--- src/rtl/distr_pkg.sv ---
package distr_pkg;

  typedef enum logic [2:0] {
    RD_NONE, RD_CTRL, RD_GROUP, RD_ENABLE, RD_PEND, RD_PRIO, RD_TARGET
  } rdSel_t;

  typedef struct packed {
    logic       ctrlWr;
    logic       grpWr;
    logic       setEn;
    logic       clrEn;
    logic       setPend;
    logic       clrPend;
    logic       prioWr;
    logic       tgtWr;
    logic       sgiWr;
    rdSel_t     rdSel;
    logic [7:0] word;
    logic [3:0] be;
  } strobes_t;

endpackage

--- src/rtl/distr_ctrl.sv ---
module distr_ctrl
  import distr_pkg::*;
(
  input  logic        clk,
  input  logic        rstN,
  input  logic        busSel,
  input  logic        busWrite,
  input  logic [11:0] busAddr,
  input  logic [3:0]  busBe,
  output strobes_t    strb,
  output logic        busWrAck
);

  logic wrNow, rdNow;
  logic isCtrl, isGrp, isSetEn, isClrEn, isSetP, isClrP, isPrio, isTgt, isSgi;
  logic unusedAddrLow;

  assign unusedAddrLow = ^busAddr[1:0];
  assign wrNow = busSel & busWrite;
  assign rdNow = busSel & ~busWrite;

  assign isCtrl  = (busAddr[11:2] == 10'd0);
  assign isGrp   = (busAddr[11:7] == 5'd1);
  assign isSetEn = (busAddr[11:7] == 5'd2);
  assign isClrEn = (busAddr[11:7] == 5'd3);
  assign isSetP  = (busAddr[11:7] == 5'd4);
  assign isClrP  = (busAddr[11:7] == 5'd5);
  assign isPrio  = (busAddr[11:10] == 2'b01);
  assign isTgt   = (busAddr[11:10] == 2'b10);
  assign isSgi   = (busAddr[11:2] == 10'h3C0);

  always_comb begin
    strb         = '0;
    strb.be      = busBe;
    strb.word    = (isPrio || isTgt) ? busAddr[9:2] : {3'b000, busAddr[6:2]};
    strb.ctrlWr  = wrNow & isCtrl;
    strb.grpWr   = wrNow & isGrp;
    strb.setEn   = wrNow & isSetEn;
    strb.clrEn   = wrNow & isClrEn;
    strb.setPend = wrNow & isSetP;
    strb.clrPend = wrNow & isClrP;
    strb.prioWr  = wrNow & isPrio;
    strb.tgtWr   = wrNow & isTgt;
    strb.sgiWr   = wrNow & isSgi;
    strb.rdSel   = RD_NONE;
    if (rdNow) begin
      if (isCtrl)                 strb.rdSel = RD_CTRL;
      else if (isGrp)             strb.rdSel = RD_GROUP;
      else if (isSetEn | isClrEn) strb.rdSel = RD_ENABLE;
      else if (isSetP | isClrP)   strb.rdSel = RD_PEND;
      else if (isPrio)            strb.rdSel = RD_PRIO;
      else if (isTgt)             strb.rdSel = RD_TARGET;
    end
  end

  always_ff @(posedge clk) begin
    if (!rstN) busWrAck <= 1'b0;
    else       busWrAck <= wrNow;
  end

endmodule

--- src/rtl/distr_regs.sv ---
module distr_regs
  import distr_pkg::*;
#(
  parameter int IRQ_COUNT = 64,
  parameter int CPU_SELF  = 0,
  localparam int ID_W       = $clog2(IRQ_COUNT),
  localparam int BIT_WORDS  = (IRQ_COUNT + 31) / 32,
  localparam int BYTE_WORDS = (IRQ_COUNT + 3) / 4,
  localparam int SGI_COUNT  = 16
) (
  input  logic                   clk,
  input  logic                   rstN,
  input  strobes_t               strb,
  input  logic [31:0]            wdata,
  input  logic                   ackValid,
  input  logic [ID_W-1:0]        ackId,
  output logic [31:0]            rdata,
  output logic [IRQ_COUNT-1:0]   fwdPend,
  output logic [8*IRQ_COUNT-1:0] irqPrio,
  output logic [IRQ_COUNT-1:0]   irqGroup,
  output logic [1:0]             grpEn
);

  logic [IRQ_COUNT-1:0]    enV, pendV, grpV;
  logic [BIT_WORDS*32-1:0] enPad, pendPad, grpPad;
  logic [BYTE_WORDS*32-1:0] prioPad, tgtPad;
  logic [31:0] laneMask, effData;
  logic [15:0] sgiGrp;
  logic        sgiFire;
  logic [1:0]  ctrlR;

  assign laneMask = {{8{strb.be[3]}}, {8{strb.be[2]}}, {8{strb.be[1]}}, {8{strb.be[0]}}};
  assign effData  = wdata & laneMask;
  assign sgiGrp   = grpV[15:0];
  assign sgiFire  = strb.sgiWr && (strb.be == 4'hF) && wdata[16 + CPU_SELF]
                    && (wdata[15] == sgiGrp[wdata[3:0]]);

  always_ff @(posedge clk) begin
    if (!rstN)                         ctrlR <= 2'b00;
    else if (strb.ctrlWr && strb.be[0]) ctrlR <= wdata[1:0];
  end
  assign grpEn = ctrlR;

  for (genvar i = 0; i < IRQ_COUNT; i++) begin : g_id
    localparam int W = i / 32;
    localparam int B = i % 32;
    localparam int L = i % 4;
    localparam bit CAN_SET = (i >= SGI_COUNT);
    localparam bit IS_SGI  = (i < SGI_COUNT);
    logic en, pend, grp;
    logic [7:0] pr, tg;
    logic bitHit, byteHit, setNow, clrNow;

    assign bitHit  = (strb.word == 8'(W)) && effData[B];
    assign byteHit = (strb.word == 8'(i / 4)) && strb.be[L];
    assign setNow  = (CAN_SET && strb.setPend && bitHit)
                   || (IS_SGI && sgiFire && (wdata[3:0] == 4'(i)));
    assign clrNow  = (strb.clrPend && bitHit) || (ackValid && (ackId == ID_W'(i)));

    always_ff @(posedge clk) begin
      if (!rstN) begin
        en <= 1'b0; pend <= 1'b0; grp <= 1'b0; pr <= 8'h00; tg <= 8'h00;
      end else begin
        if (strb.setEn && bitHit)      en <= 1'b1;
        else if (strb.clrEn && bitHit) en <= 1'b0;
        if (setNow)      pend <= 1'b1;
        else if (clrNow) pend <= 1'b0;
        if (strb.grpWr && (strb.word == 8'(W)) && strb.be[B / 8]) grp <= wdata[B];
        if (strb.prioWr && byteHit) pr <= wdata[8*L +: 8];
        if (strb.tgtWr && byteHit)  tg <= wdata[8*L +: 8];
      end
    end

    assign enV[i]          = en;
    assign pendV[i]        = pend;
    assign grpV[i]         = grp;
    assign prioPad[8*i +: 8] = pr;
    assign tgtPad[8*i +: 8]  = tg;
  end

  if (BYTE_WORDS * 4 > IRQ_COUNT) begin : g_byte_tail
    assign prioPad[BYTE_WORDS*32-1 : 8*IRQ_COUNT] = '0;
    assign tgtPad[BYTE_WORDS*32-1 : 8*IRQ_COUNT]  = '0;
  end

  assign enPad   = (BIT_WORDS*32)'(enV);
  assign pendPad = (BIT_WORDS*32)'(pendV);
  assign grpPad  = (BIT_WORDS*32)'(grpV);

  always_comb begin
    int idx;
    idx   = int'(strb.word);
    rdata = '0;
    unique case (strb.rdSel)
      RD_CTRL:   rdata = {30'd0, ctrlR};
      RD_GROUP:  if (idx < BIT_WORDS)  rdata = grpPad[32*idx +: 32];
      RD_ENABLE: if (idx < BIT_WORDS)  rdata = enPad[32*idx +: 32];
      RD_PEND:   if (idx < BIT_WORDS)  rdata = pendPad[32*idx +: 32];
      RD_PRIO:   if (idx < BYTE_WORDS) rdata = prioPad[32*idx +: 32];
      RD_TARGET: if (idx < BYTE_WORDS) rdata = tgtPad[32*idx +: 32];
      default:   rdata = '0;
    endcase
  end

  assign fwdPend  = enV & pendV & ((grpV & {IRQ_COUNT{ctrlR[1]}}) | (~grpV & {IRQ_COUNT{ctrlR[0]}}));
  assign irqPrio  = prioPad[8*IRQ_COUNT-1:0];
  assign irqGroup = grpV;

endmodule

--- src/rtl/distr_bank.sv ---
module distr_bank
  import distr_pkg::*;
#(
  parameter int IRQ_COUNT = 64,
  parameter int CPU_SELF  = 0,
  localparam int ID_W = $clog2(IRQ_COUNT)
) (
  input  logic                   clk,
  input  logic                   rstN,
  input  logic                   busSel,
  input  logic                   busWrite,
  input  logic [11:0]            busAddr,
  input  logic [31:0]            busWdata,
  input  logic [3:0]             busBe,
  output logic [31:0]            busRdata,
  output logic                   busWrAck,
  input  logic                   ackValid,
  input  logic [ID_W-1:0]        ackId,
  output logic [IRQ_COUNT-1:0]   fwdPend,
  output logic [8*IRQ_COUNT-1:0] irqPrio,
  output logic [IRQ_COUNT-1:0]   irqGroup
);

  strobes_t   strb;
  logic [1:0] grpEn;

  distr_ctrl u_ctrl (
    .clk(clk), .rstN(rstN), .busSel(busSel), .busWrite(busWrite),
    .busAddr(busAddr), .busBe(busBe), .strb(strb), .busWrAck(busWrAck)
  );

  distr_regs #(.IRQ_COUNT(IRQ_COUNT), .CPU_SELF(CPU_SELF)) u_regs (
    .clk(clk), .rstN(rstN), .strb(strb), .wdata(busWdata),
    .ackValid(ackValid), .ackId(ackId), .rdata(busRdata),
    .fwdPend(fwdPend), .irqPrio(irqPrio), .irqGroup(irqGroup), .grpEn(grpEn)
  );

endmodule

--- config.mk ---
export PLATFORM = sky130hd
export DESIGN_NAME = distr_bank
export DESIGN_NICKNAME = d
export VERILOG_FILES = /design/src/rtl/distr_pkg.sv /design/src/rtl/distr_ctrl.sv /design/src/rtl/distr_regs.sv /design/src/rtl/distr_bank.sv
export SDC_FILE = /design/constraint.sdc
export NUM_CORES = 2
export LEC_CHECK = 0
export ABC_AREA = 1
export BUFFER_PORTS_ARGS = -buffer_cell sky130_fd_sc_hd__buf_2
export CAP_MARGIN = 5
export CORE_ASPECT_RATIO = 0.8
export CORE_UTILIZATION = 60
export CTS_BUF_LIST = sky130_fd_sc_hd__clkbuf_8
export CTS_CLUSTER_SIZE = 30
export DETAILED_ROUTE_END_ITERATION = 7
export PLACE_DENSITY_LB_ADDON = 0.15
export SETUP_SLACK_MARGIN = 0.05
export SLEW_MARGIN = 15
export SYNTH_ARGS = -nofsm -noshare
export SYNTH_HDL_FRONTEND = slang
export SYNTH_SLANG_ARGS = --single-unit
export TNS_END_PERCENT = 50
--- constraint.sdc ---
create_clock -name clk -period 3.2 [get_ports clk]
set_input_delay 0 -clock clk [delete_from_list [all_inputs] [get_ports clk]]
set_output_delay 0 -clock clk [all_outputs]
set_load 0.05 [all_outputs]
==> results.json <==
{
  "vias": 65821,
  "wire_per_inst_um": 26.09,
  "r2r-start": "u_regs.g_id[10].grp",
  "grt_pass1_wl_um": 379500,
  "drv_cap": 0,
  "combPwrFrac": 0.078,
  "final.period_utilization": 1.013,
  "detail-route-antenna-nets": 0,
  "die_h_um": 276.0,
  "synthFlopType": "dfxtp_1",
  "critPathLaunchType": "register",
  "crit_chain": "nand2_1 -> o21ai_0 -> o21ai_0 -> nand4_1 -> nand3_1 -> nand2_1 -> inv_1 -> nand2_1 -> buf_2",
  "first_pass_iters": 8,
  "slew_violations": 0,
  "fillCellCount": 7909,
  "slowest_delay_ns": 0.66,
  "die-area_sq_mm": 0.09507,
  "num_io_pins": 732,
  "setup_ws_ns": -0.04169,
  "dieWidth_um": 344.5,
  "final.min_clock_period_ns": 3.242,
  "place_ws_ns": 0.2708,
  "crit_buf_inv": 2,
  "mostFrequentLayoutCell": "a21oi_1",
  "synthArstFlopShare": 0,
  "totalWireLength_um": 267700,
  "swShare": 0.2744,
  "p_switching_w": 0.008760,
  "status": "finished, violations left",
  "viasPerCell": 6.415,
  "gp_congestion": 1.024,
  "cts_sinks": 1219,
  "place_hpwl_um": 180500,
  "synth-seq-cells": 1219,
  "reg2reg_to": "u_regs.g_id[7].pend",
  "worst_pin_slew_ns": 1.229,
  "cts_max_level": 4,
  "max_freq_mhz": 308.5,
  "yosysUniqueCellTypes": 36,
  "critPathSlowestCell": "o21ai_0",
  "first_global_vias": 57754,
  "cts_buffer_depth": 3,
  "grt_util_all_layers": 0.5373,
  "ir_drop_mv": 0.4034,
  "synth_nets": 8386,
  "antenna_found_initial": 8,
  "port_buffers": 729,
  "crit_arrival_ns": 3.24,
  "criticalPathCategory": "register to primary output",
  "finalPower_w": 0.03193,
  "cp_top_family": "simple AND/OR/NAND/NOR gates",
  "power_density_mw_per_mm2": 482.9,
  "avgSynthCellArea_sq_um": 6.764,
  "clkPwrFrac": 0.446,
  "final_util": 0.7113,
  "setup_viol": 1,
  "drc": 15,
  "syn_to_final_growth_pct": 17.45,
  "grt_start_max_net_pins": 154,
  "syn_area_sq_mm": 0.05630,
  "required_ns": 3.20,
  "max-slew-margin-rel": 0.1773,
  "ff2ff_path_depth": 10,
  "r2r_slack_ns": 0.40,
  "internal_power_w": 0.02317,
  "cp_common_cell": "nand2_1",
  "fin_skew_ns": 0.03441,
  "critPathMaxFanout": 3,
  "overflow": 0,
  "fin_nets": 8943,
  "final_cell_mix": "a21oi_1 (1416), nand2_1 (1393), dfxtp_1 (1218)",
  "drt_iter0_drc": 10703,
  "cts-root-buf": "clkbuf_8",
  "failed_checks": "design-rule violations, negative setup slack",
  "drive_gt1_frac": 0.1497,
  "cts_tree": "yes",
  "ys.warnings.count": 0,
  "numCtsBuffers": 188,
  "seqPwrFrac": 0.476,
  "rsz0062_at_grt": "yes",
  "setup.worst_path.start": "u_regs.g_id[35].pr[4]",
  "clkSlewWorstSetupHoldPaths_ns": 0.07,
  "synth_edf_count": 0,
  "finalHoldViolations": 0,
  "end_kind": "primary output",
  "rows": 100,
  "leakage_nw": 26.96,
  "critPathCapture": "busRdata[28]",
  "initial_core_util": 0.6056,
  "clock_latency_ns": 0.90,
  "core-area_sq_mm": 0.09296,
  "syn_inst": 8323,
  "min_path_type": "input port to register",
  "cp.depth": 9,
  "yosysSeqAreaShare": 0.4335
}
power groups by stage:
stage / clock (W) / combinational (W) / sequential, W
after floorplan: 0 / 0.00119 / 0.0155
after global placement: 0 / 0.00223 / 0.0155
after detailed placement: 0 / 0.00224 / 0.0155
after CTS: 0.0141 / 0.00231 / 0.0152
after global routing: 0.0148 / 0.00250 / 0.0152
final: 0.0143 / 0.00249 / 0.0152
kinds of logic (layout without fill, tap and decap cells):
family / after synthesis / after routing / share of synthesized area
flops: 1219 / 1219 / 0.4335
simple gates: 2905 / 2905 / 0.2086
other cells: 0 / 6 / 0
compound gates: 2770 / 2770 / 0.2556
buf+inv: 1425 / 2133 / 0.1015
fa+ha+maj: 4 / 4 / 0.0008890
metal layers:
metal | share of wire | up-vias | global-route usage
met1 | 0.35 | 29970 | 0.6838
met2 | 0.39 | 5837 | 0.7348
li1 | - | 28639 | -
met5 | 0.00089 | - | 0.01538
met3 | 0.16 | 1367 | 0.1772
met4 | 0.096 | 8 | 0.4424
through the flow:
step | hold slack (ns) | setup TNS [ns] | cell area (sq um) | cells
floorplan | 0.1896 | 0 | 56300 | 8323
global placement | 0.3768 | 0 | 61190 | 9831
detailed placement | 0.3853 | 0 | 61190 | 9831
CTS | 0.003928 | 0 | 66030 | 10250
global route | 0.07976 | 0 | 66110 | 10257
finish | 0.04009 | -0.04169 | 66120 | 10261
cell usage after synthesis, types with 14 or more instances:
library cell | n | share of area
clkbuf_1 | 501 | 0.033
a21oi_1 | 1416 | 0.13
o211ai_1 | 99 | 0.013
o21ai_0 | 1064 | 0.095
nand3_1 | 322 | 0.029
nor2_1 | 1024 | 0.068
dfxtp_1 | 1219 | 0.43
buf_4 | 65 | 0.0087
inv_1 | 709 | 0.047
buf_2 | 96 | 0.0085
nand2_1 | 1401 | 0.093
buf_1 | 36 | 0.0024
nor2_2 | 14 | 0.0016
nor3_1 | 25 | 0.0022
nand4_1 | 100 | 0.011
o22ai_1 | 167 | 0.019
worst reg2reg max path, cell delays in order (launching register included):
cell and delay (ns):
dfxtp_1 0.47, nand2_1 0.14, nand2_1 0.08, nand2_1 0.06
nand2_1 0.06, nand2_1 0.05, nand2_1 0.07, o21ai_1 0.77
nand4_1 0.27, dlygate4sd3_1 0.68, a21oi_1 0.13
how the worst min path moves through the flow:
stage,from,slack [ns],end,depth (start not counted)
floorplan,busWdata[4],0.19,u_regs.g_id[4].grp,2
global placement,busWdata[3],0.38,u_regs.g_id[3].en,3
detailed placement,busWdata[3],0.39,u_regs.g_id[3].en,3
CTS,busAddr[9],0.004,u_regs.g_id[30].pend,9
global route,busAddr[11],0.08,u_regs.g_id[4].tg[0],7
finish,busAddr[11],0.04,u_regs.g_id[0].tg[0],7
registers in the layout, summed over array words and instances, names as in the netlist:
signal	cells
u_regs.g_id.tg	512
u_regs.g_id.grp	64
u_ctrl.busWrAck	1
u_regs.grpEn	2
u_regs.g_id.en	64
u_regs.g_id.pr	512
u_regs.g_id.pend	64
area by class of cell:
cell class | instances | area (sq um) | area share
antenna | 6 | 15.01 | 0.0002271
clock buffer | 252 | 3468 | 0.05245
clock inverter | 89 | 591.8 | 0.008951
inverter | 727 | 2745 | 0.04152
multi-input combinational | 5679 | 26370 | 0.3988
sequential | 1219 | 24400 | 0.3691
tap | 1224 | 1531 | 0.02316
timing repair buffer | 1065 | 6997 | 0.1058
what timing repair did:
action,4_1_cts,5_1_grt
hold endpoints to repair,883,0
buffers inserted,0,5
hold buffers,78,0
setup endpoints to repair,1,12
pin swaps,0,1
gates resized for setup,1,6
Power figures use the tool's default switching activity.
